`src/rtl/boot_strap_pkg.sv`:
```
package boot_strap_pkg;
  localparam int unsigned DEV_W  = 3;
  localparam int unsigned CFG_W  = 7;
  localparam int unsigned TOP_W  = 3;
  localparam int unsigned STAT_W = DEV_W + CFG_W + TOP_W;

  typedef enum logic [DEV_W-1:0] {
    BD_SLEEP_PAR = 3'd0,
    BD_SRIO      = 3'd1,
    BD_ETH_CORE  = 3'd2,
    BD_ETH_PKT   = 3'd3,
    BD_PCIE      = 3'd4,
    BD_I2C       = 3'd5,
    BD_SPI       = 3'd6,
    BD_LINK      = 3'd7
  } boot_dev_e;

  // Ordered by priority: a larger value wins.
  typedef enum logic [2:0] {
    RK_NONE   = 3'd0,
    RK_LOCAL  = 3'd1,
    RK_NORMAL = 3'd2,
    RK_FULL   = 3'd3,
    RK_POR    = 3'd4
  } rst_kind_e;
endpackage

```
`src/rtl/strap_sync.sv`:
```
module strap_sync #(
  parameter int unsigned WIDTH  = 13,
  parameter int unsigned STAGES = 2
) (
  input  logic             clk_i,
  input  logic             rst_ni,
  input  logic [WIDTH-1:0] d_i,
  output logic [WIDTH-1:0] q_o
);
  logic [WIDTH-1:0] stage_q [STAGES];

  for (genvar s = 0; s < STAGES; s++) begin : g_stage
    always_ff @(posedge clk_i or negedge rst_ni) begin
      if (!rst_ni) begin
        stage_q[s] <= '0;
      end else if (s == 0) begin
        stage_q[s] <= d_i;
      end else begin
        stage_q[s] <= stage_q[(s == 0) ? 0 : s-1];
      end
    end
  end

  assign q_o = stage_q[STAGES-1];
endmodule

```
`src/rtl/reset_tracker.sv`:
```
module reset_tracker
  import boot_strap_pkg::*;
#(
  parameter int unsigned ADDR_W = 32
) (
  input  logic              clk_i,
  input  logic              rst_ni,
  input  logic              por_req_i,
  input  logic              full_req_i,
  input  logic              sys_req_i,
  input  logic              core_req_i,
  input  logic              hib_i,
  input  logic [ADDR_W-1:0] hib_addr_i,
  output logic              capture_o,
  output logic              start_o,
  output logic              resume_o,
  output logic [ADDR_W-1:0] resume_addr_o
);
  rst_kind_e cur_kind, pend_q, pend_d;
  logic any_req, release_w, boots_w;

  always_comb begin
    if (por_req_i)       cur_kind = RK_POR;
    else if (full_req_i) cur_kind = RK_FULL;
    else if (sys_req_i)  cur_kind = RK_NORMAL;
    else if (core_req_i) cur_kind = RK_LOCAL;
    else                 cur_kind = RK_NONE;
  end

  assign any_req   = (cur_kind != RK_NONE);
  assign release_w = !any_req && (pend_q != RK_NONE);
  assign boots_w   = release_w && (pend_q != RK_LOCAL);
  assign capture_o = release_w && ((pend_q == RK_POR) || (pend_q == RK_FULL)) && !hib_i;

  always_comb begin
    pend_d = RK_NONE;
    if (any_req) pend_d = (cur_kind > pend_q) ? cur_kind : pend_q;
  end

  always_ff @(posedge clk_i or negedge rst_ni) begin
    if (!rst_ni) begin
      pend_q        <= RK_NONE;
      start_o       <= 1'b0;
      resume_o      <= 1'b0;
      resume_addr_o <= '0;
    end else begin
      pend_q   <= pend_d;
      start_o  <= boots_w && !hib_i;
      resume_o <= boots_w && hib_i;
      if (boots_w && hib_i) resume_addr_o <= hib_addr_i;
    end
  end

  assert_start_single_R6: assert property (@(posedge clk_i) disable iff (!rst_ni)
    start_o |=> !start_o);
  assert_resume_single_R9: assert property (@(posedge clk_i) disable iff (!rst_ni)
    resume_o |=> !resume_o);
  assert_local_quiet_R5: assert property (@(posedge clk_i) disable iff (!rst_ni)
    (release_w && pend_q == RK_LOCAL) |=> (!start_o && !resume_o));
  assert_excl_R9: assert property (@(posedge clk_i) disable iff (!rst_ni)
    !(start_o && resume_o));
  assert_no_cap_hib_R9: assert property (@(posedge clk_i) disable iff (!rst_ni)
    hib_i |-> !capture_o);
endmodule

```
`src/rtl/strap_decode.sv`:
```
module strap_decode
  import boot_strap_pkg::*;
(
  input  logic [STAT_W-1:0] status_i,
  output logic [DEV_W-1:0]  boot_dev_o,
  output logic [CFG_W-1:0]  dev_cfg_o,
  output logic [TOP_W-1:0]  pll_sel_o,
  output logic [TOP_W-1:0]  ext_cfg_o,
  output logic              pll_bypass_o
);
  localparam int unsigned CFG_LSB = DEV_W;
  localparam int unsigned TOP_LSB = DEV_W + CFG_W;

  logic [TOP_W-1:0] top_w;

  assign boot_dev_o   = status_i[DEV_W-1:0];
  assign dev_cfg_o    = status_i[CFG_LSB +: CFG_W];
  assign top_w        = status_i[TOP_LSB +: TOP_W];
  assign pll_bypass_o = (boot_dev_o == BD_I2C) || (boot_dev_o == BD_SPI);
  assign pll_sel_o    = pll_bypass_o ? '0 : top_w;
  assign ext_cfg_o    = pll_bypass_o ? top_w : '0;

  always_comb begin
    assert_field_split_R8: assert ((pll_sel_o == '0) || (ext_cfg_o == '0));
  end
endmodule

```
`src/rtl/boot_strap_seq.sv`:
```
module boot_strap_seq
  import boot_strap_pkg::*;
#(
  parameter int unsigned SYNC_STAGES = 2,
  parameter int unsigned ADDR_W      = 32
) (
  input  logic              clk_i,
  input  logic              rst_ni,
  input  logic [12:0]       strap_i,
  input  logic              por_req_i,
  input  logic              full_req_i,
  input  logic              sys_req_i,
  input  logic              core_req_i,
  input  logic              hib_i,
  input  logic [ADDR_W-1:0] hib_addr_i,
  output logic [12:0]       status_o,
  output logic [2:0]        boot_dev_o,
  output logic [6:0]        dev_cfg_o,
  output logic [2:0]        pll_sel_o,
  output logic [2:0]        ext_cfg_o,
  output logic              pll_bypass_o,
  output logic              boot_start_o,
  output logic              resume_o,
  output logic [ADDR_W-1:0] resume_addr_o
);
  logic [STAT_W-1:0] strap_sync_w, status_q;
  logic              capture_w;

  strap_sync #(.WIDTH(STAT_W), .STAGES(SYNC_STAGES)) i_sync (
    .clk_i (clk_i),
    .rst_ni(rst_ni),
    .d_i   (strap_i),
    .q_o   (strap_sync_w)
  );

  reset_tracker #(.ADDR_W(ADDR_W)) i_track (
    .clk_i        (clk_i),
    .rst_ni       (rst_ni),
    .por_req_i    (por_req_i),
    .full_req_i   (full_req_i),
    .sys_req_i    (sys_req_i),
    .core_req_i   (core_req_i),
    .hib_i        (hib_i),
    .hib_addr_i   (hib_addr_i),
    .capture_o    (capture_w),
    .start_o      (boot_start_o),
    .resume_o     (resume_o),
    .resume_addr_o(resume_addr_o)
  );

  always_ff @(posedge clk_i or negedge rst_ni) begin
    if (!rst_ni)        status_q <= '0;
    else if (capture_w) status_q <= strap_sync_w;
  end

  assign status_o = status_q;

  strap_decode i_dec (
    .status_i    (status_q),
    .boot_dev_o  (boot_dev_o),
    .dev_cfg_o   (dev_cfg_o),
    .pll_sel_o   (pll_sel_o),
    .ext_cfg_o   (ext_cfg_o),
    .pll_bypass_o(pll_bypass_o)
  );

  assert_status_hold_R12: assert property (@(posedge clk_i) disable iff (!rst_ni)
    !capture_w |=> $stable(status_q));
  assert_capture_value_R2: assert property (@(posedge clk_i) disable iff (!rst_ni)
    capture_w |=> (status_q == $past(strap_sync_w)));
  assert_resume_addr_R9: assert property (@(posedge clk_i) disable iff (!rst_ni)
    $rose(resume_o) |-> (resume_addr_o == $past(hib_addr_i)));
endmodule

```
`config.mk`:
```
export PLATFORM = sky130hd
export DESIGN_NAME = boot_strap_seq
export DESIGN_NICKNAME = d
export VERILOG_FILES = /design/src/rtl/boot_strap_pkg.sv /design/src/rtl/strap_sync.sv /design/src/rtl/reset_tracker.sv /design/src/rtl/strap_decode.sv /design/src/rtl/boot_strap_seq.sv
export SDC_FILE = /design/constraint.sdc
export NUM_CORES = 1
export LEC_CHECK = 0
export BUFFER_PORTS_ARGS = -buffer_cell sky130_fd_sc_hd__buf_4
export CORE_UTILIZATION = 30
export DETAILED_ROUTE_END_ITERATION = 6
export PLACE_DENSITY_LB_ADDON = 0.15
export SYNTH_ARGS = -nofsm -noshare
export SYNTH_HDL_FRONTEND = slang
export SYNTH_SLANG_ARGS = --single-unit
```
`constraint.sdc`:
```
create_clock -name clk_i -period 2.1 [get_ports clk_i]
set_input_delay 0.105 -clock clk_i [delete_from_list [all_inputs] [get_ports clk_i]]
set_output_delay 0.105 -clock clk_i [all_outputs]
set_load 0.02 [all_outputs]
```
## Word level (Yosys, flattened, before mapping)

Index checks and enable logic that the tools add are counted.

- Bits in registers: 76
- Bits in latches: 0
- Bits in writable memories: 0
- ROM bits: 0
- Bits of input ports: 52
- Memories: 0

- $add $sub $neg: 0
- $mul: 0
- Divide/modulo/power cells: 0
- Magnitude comparators: 1
- Equal/unequal tests: 6
- Shift operators: 0
- Mux-type cells: 8
- Bitwise gates (word level): 0
- Reduce and logical (&&, ||, !) cells: 12

Operator list:

| kind | number |
|---|---|
| 3-bit 2-to-1 mux | 7 |
| 3-bit equality test, second input constant | 3 |
| 1-bit logical AND | 6 |
| 3-bit nonzero test | 2 |
| 3-bit by 2-bit equality test with 1-bit output, second input constant | 1 |
| 3-bit greater-than comparator | 1 |
| 3-bit by 1-bit != test with 1-bit output, second input constant | 1 |
| 1-bit zero test | 2 |
| 1-bit logical OR | 2 |
| 2-bit != test, second input constant | 1 |
| 1-bit 2-to-1 mux | 1 |

## Longest topological paths before layout

Gate-level depths: netlist of the first run.

- Depth after elaboration: 9
- Depth in mapped cells: 7
- Depth with buffers taken out: 7

## Modules after synthesis

A second synthesis of the first run with hierarchy kept.

- Cell total of the unflattened synthesis: 187
- Area, all modules: 3,039.2 µm²

Modules (own cells, without submodules):

| module | instances | cells an instance | area an instance (µm²) |
|---|---|---|---|
| reset_tracker | 1 | 103 | 1,630.3 |
| strap_sync | 1 | 39 | 748.2 |
| boot_strap_seq | 1 | 27 | 520.5 |
| strap_decode | 1 | 18 | 140.1 |

## Worst setup path after synthesis of the first run

OpenSTA, ideal clock, no wires.

- Path type: register to register
- Start: register i_track.pend_q[1]
- End: register status_q[10], in the netlist status_o[10]
- Library setup time: 0.125 ns
- Arrival time: 1.494 ns
- Path slack: 0.481 ns
- Stages on the path, launching flop included: 5
- Buffers on the path: 1
- Clock period less this slack: 1.619 ns
- Cells stage by stage: dfrtp_1 -> or3_1 -> a21oi_4 -> buf_8 -> mux2_4

- Word-level cells in the longest chain between the ends: 4

Ends and longest elaborated chain:

| element | line | text |
|---|---|---|
| start: declaration | reset_tracker.sv:19 | `rst_kind_e cur_kind, pend_q, pend_d;` |
| start signal: assignment | reset_tracker.sv:47 | `pend_q <= pend_d;` |
| 3-bit equality test (tied with other cells) | reset_tracker.sv:33 | `assign capture_o = release_w && ((pend_q == RK_POR) \|\| (pend_q == RK_FULL)) && !hib_i;` |
| 1-bit logical OR / 1-bit logical AND (equally long branches) | reset_tracker.sv:33, reset_tracker.sv:31 |  |
| 1-bit logical AND * (2 in a row) | reset_tracker.sv:33 |  |
| end signal: assignment | boot_strap_seq.sv:53 | `else if (capture_w) status_q <= strap_sync_w;` |
| end: declaration | boot_strap_seq.sv:26 | `logic [STAT_W-1:0] strap_sync_w, status_q;` |

Every way passes the cells marked *; elsewhere a longest branch is shown, timed or not.
A chain may end at the register's enable or synchronous reset.

## Final worst setup path of the first run

- Start: register i_track.pend_q[1]
- End: register i_track.pend_q[1]

- Word-level cells in the longest chain between the ends: 2

Ends and longest elaborated chain:

| element | line | text |
|---|---|---|
| 3-bit greater-than comparator | reset_tracker.sv:37 | `if (any_req) pend_d = (cur_kind > pend_q) ? cur_kind : pend_q;` |
| 2-bit != test (no line) | -- |  |

Every way passes these cells.

==> results of run 1 <==
==> kinds of logic after synthesis <==
family / after synthesis
and+or+nand+nor: 20
muxes: 46
xor gates and xnor gates: 1
adders and majority gates: 3
AOI/OAI and AO/OA: 9
DFF: 76
buffers and inverters: 19
==> critical path, cell delays in order, from the launching register on <==
cell and delay [ns]:
dfrtp_1 0.42, inv_1 0.07, ha_1 0.28, and3_1 0.16, a21oi_1 0.38, mux2i_1 0.14
a211oi_1 0.23
==> final timing paths <==
| kind | start | to | slack, ns | cells after the start |
|---|---|---|---|---|
| worst max register to register | i_track.pend_q[1]$_DFFE_PN0P_ | i_track.pend_q[1]$_DFFE_PN0P_ | 0.32 | 6 |
| worst min register to register | i_sync.stage_q[17]$_DFF_PN0_ | i_sync.q_o[4]$_DFF_PN0_ | 0.35 | 0 |
| max in group asynchronous | rst_ni | i_track.resume_addr_o[1]$_DFFE_PN0P_ | 1.46 | 3 |
| worst max-delay path | i_track.pend_q[1]$_DFFE_PN0P_ | i_track.pend_q[1]$_DFFE_PN0P_ | 0.32 | 6 |
| worst min-delay path | por_req_i | i_track.pend_q[2]$_DFFE_PN0P_ | 0.04 | 3 |
| min in group asynchronous | rst_ni | i_sync.q_o[6]$_DFF_PN0_ | 0.31 | 3 |
==> synthesized netlist by cell type <==
| cell | n | area (um^2) |
|---|---|---|
| mux2i_1 | 1 | 10.0 |
| nand3b_1 | 1 | 7.51 |
| buf_8 | 1 | 15.0 |
| mux2_1 | 29 | 327 |
| buf_6 | 3 | 33.8 |
| ha_1 | 3 | 37.5 |
| o31ai_1 | 1 | 7.51 |
| a21oi_1 | 2 | 10.0 |
| and2_1 | 1 | 6.26 |
| inv_1 | 5 | 18.8 |
| nand2_1 | 2 | 7.51 |
| mux2_4 | 10 | 150 |
| dfrtp_1 | 76 | 1900 |
| o21ai_2 | 1 | 8.76 |
| buf_4 | 10 | 75.1 |
| nor2b_1 | 4 | 25.0 |
| nand3_1 | 1 | 5.00 |
| mux2_2 | 6 | 67.6 |
| or3_1 | 1 | 6.26 |
| a21oi_4 | 1 | 16.3 |
| a211oi_1 | 2 | 15.0 |
| and3_1 | 4 | 25.0 |
| nor2_1 | 4 | 15.0 |
| o21ai_0 | 2 | 10.0 |
| nor4_4 | 1 | 21.3 |
| nor2_4 | 1 | 11.3 |
| xor2_1 | 1 | 8.76 |
==> cell type report <==
class / instances / area [um^2]
Sequential cell: 76 / 1900
Clock buffer: 9 / 124
Inverter: 5 / 18.8
Multi-Input combinational cell: 79 / 798
Timing Repair Buffer: 165 / 1380
Tap cell: 111 / 139
Clock inverter: 7 / 81.3
Fill cell: 838 / 4750
==> registers in the layout, indices dropped and copies added, names as in the netlist <==
name and count:
i_track.resume_o 1, i_track.pend_q 3, i_sync.stage_q 13, status_o 13, i_track.resume_addr_o 32, i_track.start_o 1
i_sync.q_o 13
==> per-layer routing <==
metal  up-vias  global-route usage
met5         -                   0
met4         0              0.0577
met3        10              0.0499
met2        84               0.197
met1       944               0.150
li1        913                   -
==> timing repair <==
action | 4_1_cts | 5_1_grt
buffers inserted | 0 | 0
endpoints found under the setup margin | 0 | 0
hold endpoints to repair | 122 | 0
hold buffers | 47 | 0
==> power groups by stage <==
stage / registers (mW) / clock network, mW / logic [mW]
3_5_place_dp: 2.27 / 0 / 2.34
4_1_cts: 2.25 / 1.20 / 2.42
3_3_place_gp: 2.25 / 0 / 2.33
6_report: 2.24 / 1.13 / 2.39
5_1_grt: 2.31 / 1.25 / 2.55
2_1_floorplan: 2.75 / 0 / 0.864
==> through the flow <==
| step | area [um^2] | cells |
|---|---|---|
| final | 4440 | 452 |
| after global routing | 4440 | 452 |
| after CTS | 4440 | 452 |
| after detailed placement | 3770 | 389 |
| after global placement | 3770 | 389 |
| after floorplan | 2840 | 174 |
==> flow_summary.ini, run 1 <==
[status]
status = complete, no violations

[clock_network]
cts.clk_slew.worst_paths_ns = 0.08
clock-sinks = 76
htree_levels = 3
clockBufferDepth = 2
cts_resized = 0
clk_latency_ns = 0.34
root_buffer = clkbuf_8
cts_tree = built
cts_made_buffers = 9

[pwr]
p_switching_mw = 2.08
clockPowerShare = 0.197
finalPower_mw = 5.77
p_int_mw = 3.69
p_leak_nw = 2.20
swShare = 0.361
power.density_mw_per_mm2 = 1300
peakVddDrop_v = 0.000709
seqPwrFrac = 0.388
p_comb_frac = 0.415

[synth]
ys_seq_elements = 76
syn_area_per_cell_um2 = 16.3
synthMuxAreaShare = 0.195
synthAdderAreaFrac = 0.0132
synthSimpleGateAreaFrac = 0.0458
synth_warnings = 0
synth_nets = 229
netlist_area_mm2 = 0.00284
synth_seq_area_share = 0.669
netlist_instances = 174
synth-xor-area-share = 0.00308
synth_top_family_by_area = multiplexers
synth_compound_area_frac = 0.0238
synth_cell_types = 27

[final_layout]
final_common_cell = buf_4
area_growth_pct = 56.3
nets = 391
final_cell_mix = buf_4, dfrtp_1, dlygate4sd3_1, mux2_1, mux2_4
final_util = 0.483
drive_above_1_share = 0.452
diodes = 0

[detailed_routing]
met3WireLength_um = 434
met2_wirelength_um = 2670
highest_layer = met4
num_vias = 1951
detail_route.vias_per_cell = 4.32
wl_per_cell_um = 12.6
drt-pass1-iter-count = 4
ant_nets = 0
drtIter0Drc = 11
post-route-drc-count = 0
wl_met1_um = 2530
routed_wl_um = 5710

[sta]
layout_setup_ws_ns = 0.318
fmax_mhz = 561
period_needed_ns = 1.78
post-route-period-util = 0.848
rsz0062_at_grt = false
whs_ns = 0.0404
finalSetupViolCount = 0
finalHoldViolCount = 0
worst_pin_slew_ns = 0.478
setup-tns-final_ns = 0
relSlewSlack = 0.682
finalMaxSlewViolations = 0
skew_ns = 0.0105

[floorplanning]
initial_core_util = 0.309
die-area_mm2 = 0.00987
num_rows = 35
ioPinCount = 116
die_h_um = 99.3
core_area_mm2 = 0.00920
die_w_um = 99.3

[flow_run]
drv_cap = 0

[global_routing]
gr-usage-all-layers = 0.125
grt_max_degree = 77
grt_pass1_wl_um = 9450
antenna_found_initial = 0
grt_overflow = 0
grt_pass1_vias = 2016

[setup_path]
cp_data_arrival_time_ns = 2.03
critPathCaptureType = register
cp-start-kind = register
path_max_fanout = 6
critical_path_class = reg2reg
required_ns = 2.34

[place]
gp_congestion = 0.690
pre_cts_ws_ns = 0.308
dpl.hpwl_um = 3630
portBuffers = 115

[min_path]
hp-class = in2reg
No activity file was read; power rests on OpenSTA's default activity.
==> run 2: changes to the inputs <==
ABC_AREA = 1   (was default)
clock period = 1.6 ns   (was 2.1 ns; I/O delays follow)
==> flow_summary.ini, run 2 <==
[final_layout]
seqCellArea_mm2 = 0.00190
layoutNonFillerInstCount = 576
largest_reg_flops = 32
final_cell_mix = buf_4, nand2_1, dfrtp_1, dlygate4sd3_1, nand2_2
fin_area_mm2 = 0.00450
multi_input_area_um2 = 830
top_register = i_track.resume_addr_o
nFillCells = 909
final_common_cell = buf_4
area_growth_pct = 52.6
diodes = 0
nets = 497
drive_above_1_share = 0.369

[clock_network]
post-cts-setup-buffers = 0
cts_tree = built
clockBufferDepth = 2
htree_levels = 3
cts_made_buffers = 9
root_buffer = clkbuf_8
clock-sinks = 76
clk_latency_ns = 0.34
cts.clk_slew.worst_paths_ns = 0.08

[synth]
synth_seq_area_share = 0.645
synthArstFlopShare = 1.00
synth_nets = 340
yosys.area.top_type = dfrtp_1
synth.area.top_cells = dfrtp_1, nand2_1, nand2_2
synth_cell_types = 18
synth_warnings = 0
syn_area_per_cell_um2 = 10.3
netlist_instances = 285
synth.most_common_cell = nand2_1
synthFlopType = dfrtp_1
ys_seq_elements = 76
synth_edf_count = 0
yosys-top-cells-count = nand2_1, dfrtp_1, nand2_2, nand3_1, buf_4
synth_top_area_frac = 0.645
netlist_area_mm2 = 0.00295

[sta]
fmax_mhz = 683
finalHoldViolCount = 0
period_needed_ns = 1.46
layout_setup_ws_ns = 0.137
skew_ns = 0.00693
post-route-period-util = 0.915
finalSetupViolCount = 0
finalMaxSlewViolations = 0
relSlewSlack = 0.685
rsz0062_at_grt = false
worst_pin_slew_ns = 0.472
setup-tns-final_ns = 0

[setup_path]
required_ns = 1.52
critical_path_class = reg2out
path_max_fanout = 5
cp-start-kind = register
r2r_setup_slack_ns = 0.15
critPathCaptureType = primary output
r2r_cells = 8
rr_endpoint = i_track.pend_q[0]$_DFFE_PN0P_
r2r_start = i_track.pend_q[2]$_DFFE_PN0P_
cp_data_arrival_time_ns = 1.38

[global_routing]
antenna_found_initial = 0
grt_overflow = 0
grt_max_degree = 43
gr-usage-all-layers = 0.141
grt_pass1_vias = 2368
grt_pass1_wl_um = 11000

[flow_run]
drv_cap = 0

[pwr]
p_switching_mw = 3.02
p_leak_nw = 2.40
power.density_mw_per_mm2 = 1680
p_comb_frac = 0.435
finalPower_mw = 7.56
clockPowerShare = 0.175
p_int_mw = 4.54
peakVddDrop_v = 0.00102
seqPwrFrac = 0.389
swShare = 0.399

[floorplanning]
die_w_um = 101
core_area_mm2 = 0.00937
initial_core_util = 0.314
die_h_um = 101
ioPinCount = 116
die-area_mm2 = 0.0102
num_rows = 35

[detailed_routing]
met2_wirelength_um = 3240
drtIter0Drc = 49
detail_route.vias_per_cell = 4.07
highest_layer = met4
wl_per_cell_um = 11.4
post-route-drc-count = 0
wl_met1_um = 2790
met3WireLength_um = 423
ant_nets = 0
drt-pass1-iter-count = 4
routed_wl_um = 6590
num_vias = 2347

[place]
dpl_cell_area_mm2 = 0.00384
pre_cts_ws_ns = 0.145
portBuffers = 115
dpl.hpwl_um = 4410
dpl.cell_count = 514
gp_congestion = 0.712

[min_path]
hp-class = in2reg
hold_depth = 3
hold_start = por_req_i
hold_path_end = i_track.pend_q[2]$_DFFE_PN0P_

[status]
status = complete, no violations
## run 2: worst max path at each step
| stage | start | endpoint | slack, ns | cells past startpoint |
|---|---|---|---|---|
| finish | status_o[0]$_DFFE_PN0P_ | ext_cfg_o[0] | 0.14 | 6 |
| detailed placement | i_track.pend_q[2]$_DFFE_PN0P_ | i_track.pend_q[0]$_DFFE_PN0P_ | 0.15 | 8 |
| floorplan | status_o[0]$_DFFE_PN0P_ | ext_cfg_o[0] | 0.06 | 5 |
| global placement | i_track.pend_q[2]$_DFFE_PN0P_ | i_track.pend_q[0]$_DFFE_PN0P_ | 0.23 | 8 |
| CTS | status_o[0]$_DFFE_PN0P_ | ext_cfg_o[0] | 0.06 | 6 |
| global route | status_o[0]$_DFFE_PN0P_ | ext_cfg_o[0] | 0.01 | 6 |
## run 2: layer usage
metal  vias up  global-route usage
met5         -                   0
met4         0              0.0613
met3        12              0.0451
met2        77               0.234
met1      1084               0.168
li1       1174                   -
## run 2: critical path, stage by stage, from the launching register on
cell     delay, ns
dfrtp_1       0.43
nand2_1       0.08
nand2_1       0.07
nor2_4        0.14
inv_1         0.08
nor2_1        0.09
buf_4         0.15
## run 2: final cells by class
class	count	share of cell area
timing repair buffer	165	0.304
sequential	76	0.423
clock inverter	7	0.0128
inverter	12	0.0122
tap	129	0.0359
clock buffer	9	0.0276
multi-input combinational	178	0.185
## run 2: metrics by stage
stage / utilization / hold slack (ns)
6_report: 0.480 / 0.0225
5_1_grt: 0.480 / 0.0177
4_1_cts: 0.479 / 0.00341
3_5_place_dp: 0.410 / 0.0751
3_3_place_gp: 0.410 / 0.0817
2_1_floorplan: - / -0.216
## run 2: what timing repair did
action | CTS | global route
endpoints found under the hold margin | 79 | 0
gates resized for setup | 1 | 2
hold buffers | 46 | 0
pin swaps | 0 | 0
setup endpoints to repair | 3 | 4
## run 2: cells by family after synthesis
logic type | share of synthesized area
buf+inv | 0.0764
compound gates | 0.0102
fa+ha+maj | 0.0127
flops | 0.645
simple gates | 0.255
## run 2: power groups by stage
stage / combinational [mW] / sequential [mW] / clock, mW
after detailed placement: 3.21 / 2.97 / 0
final: 3.29 / 2.94 / 1.33
after global placement: 3.17 / 2.95 / 0
after floorplan: 1.22 / 3.61 / 0
after CTS: 3.30 / 2.95 / 1.39
after global routing: 3.58 / 3.04 / 1.48
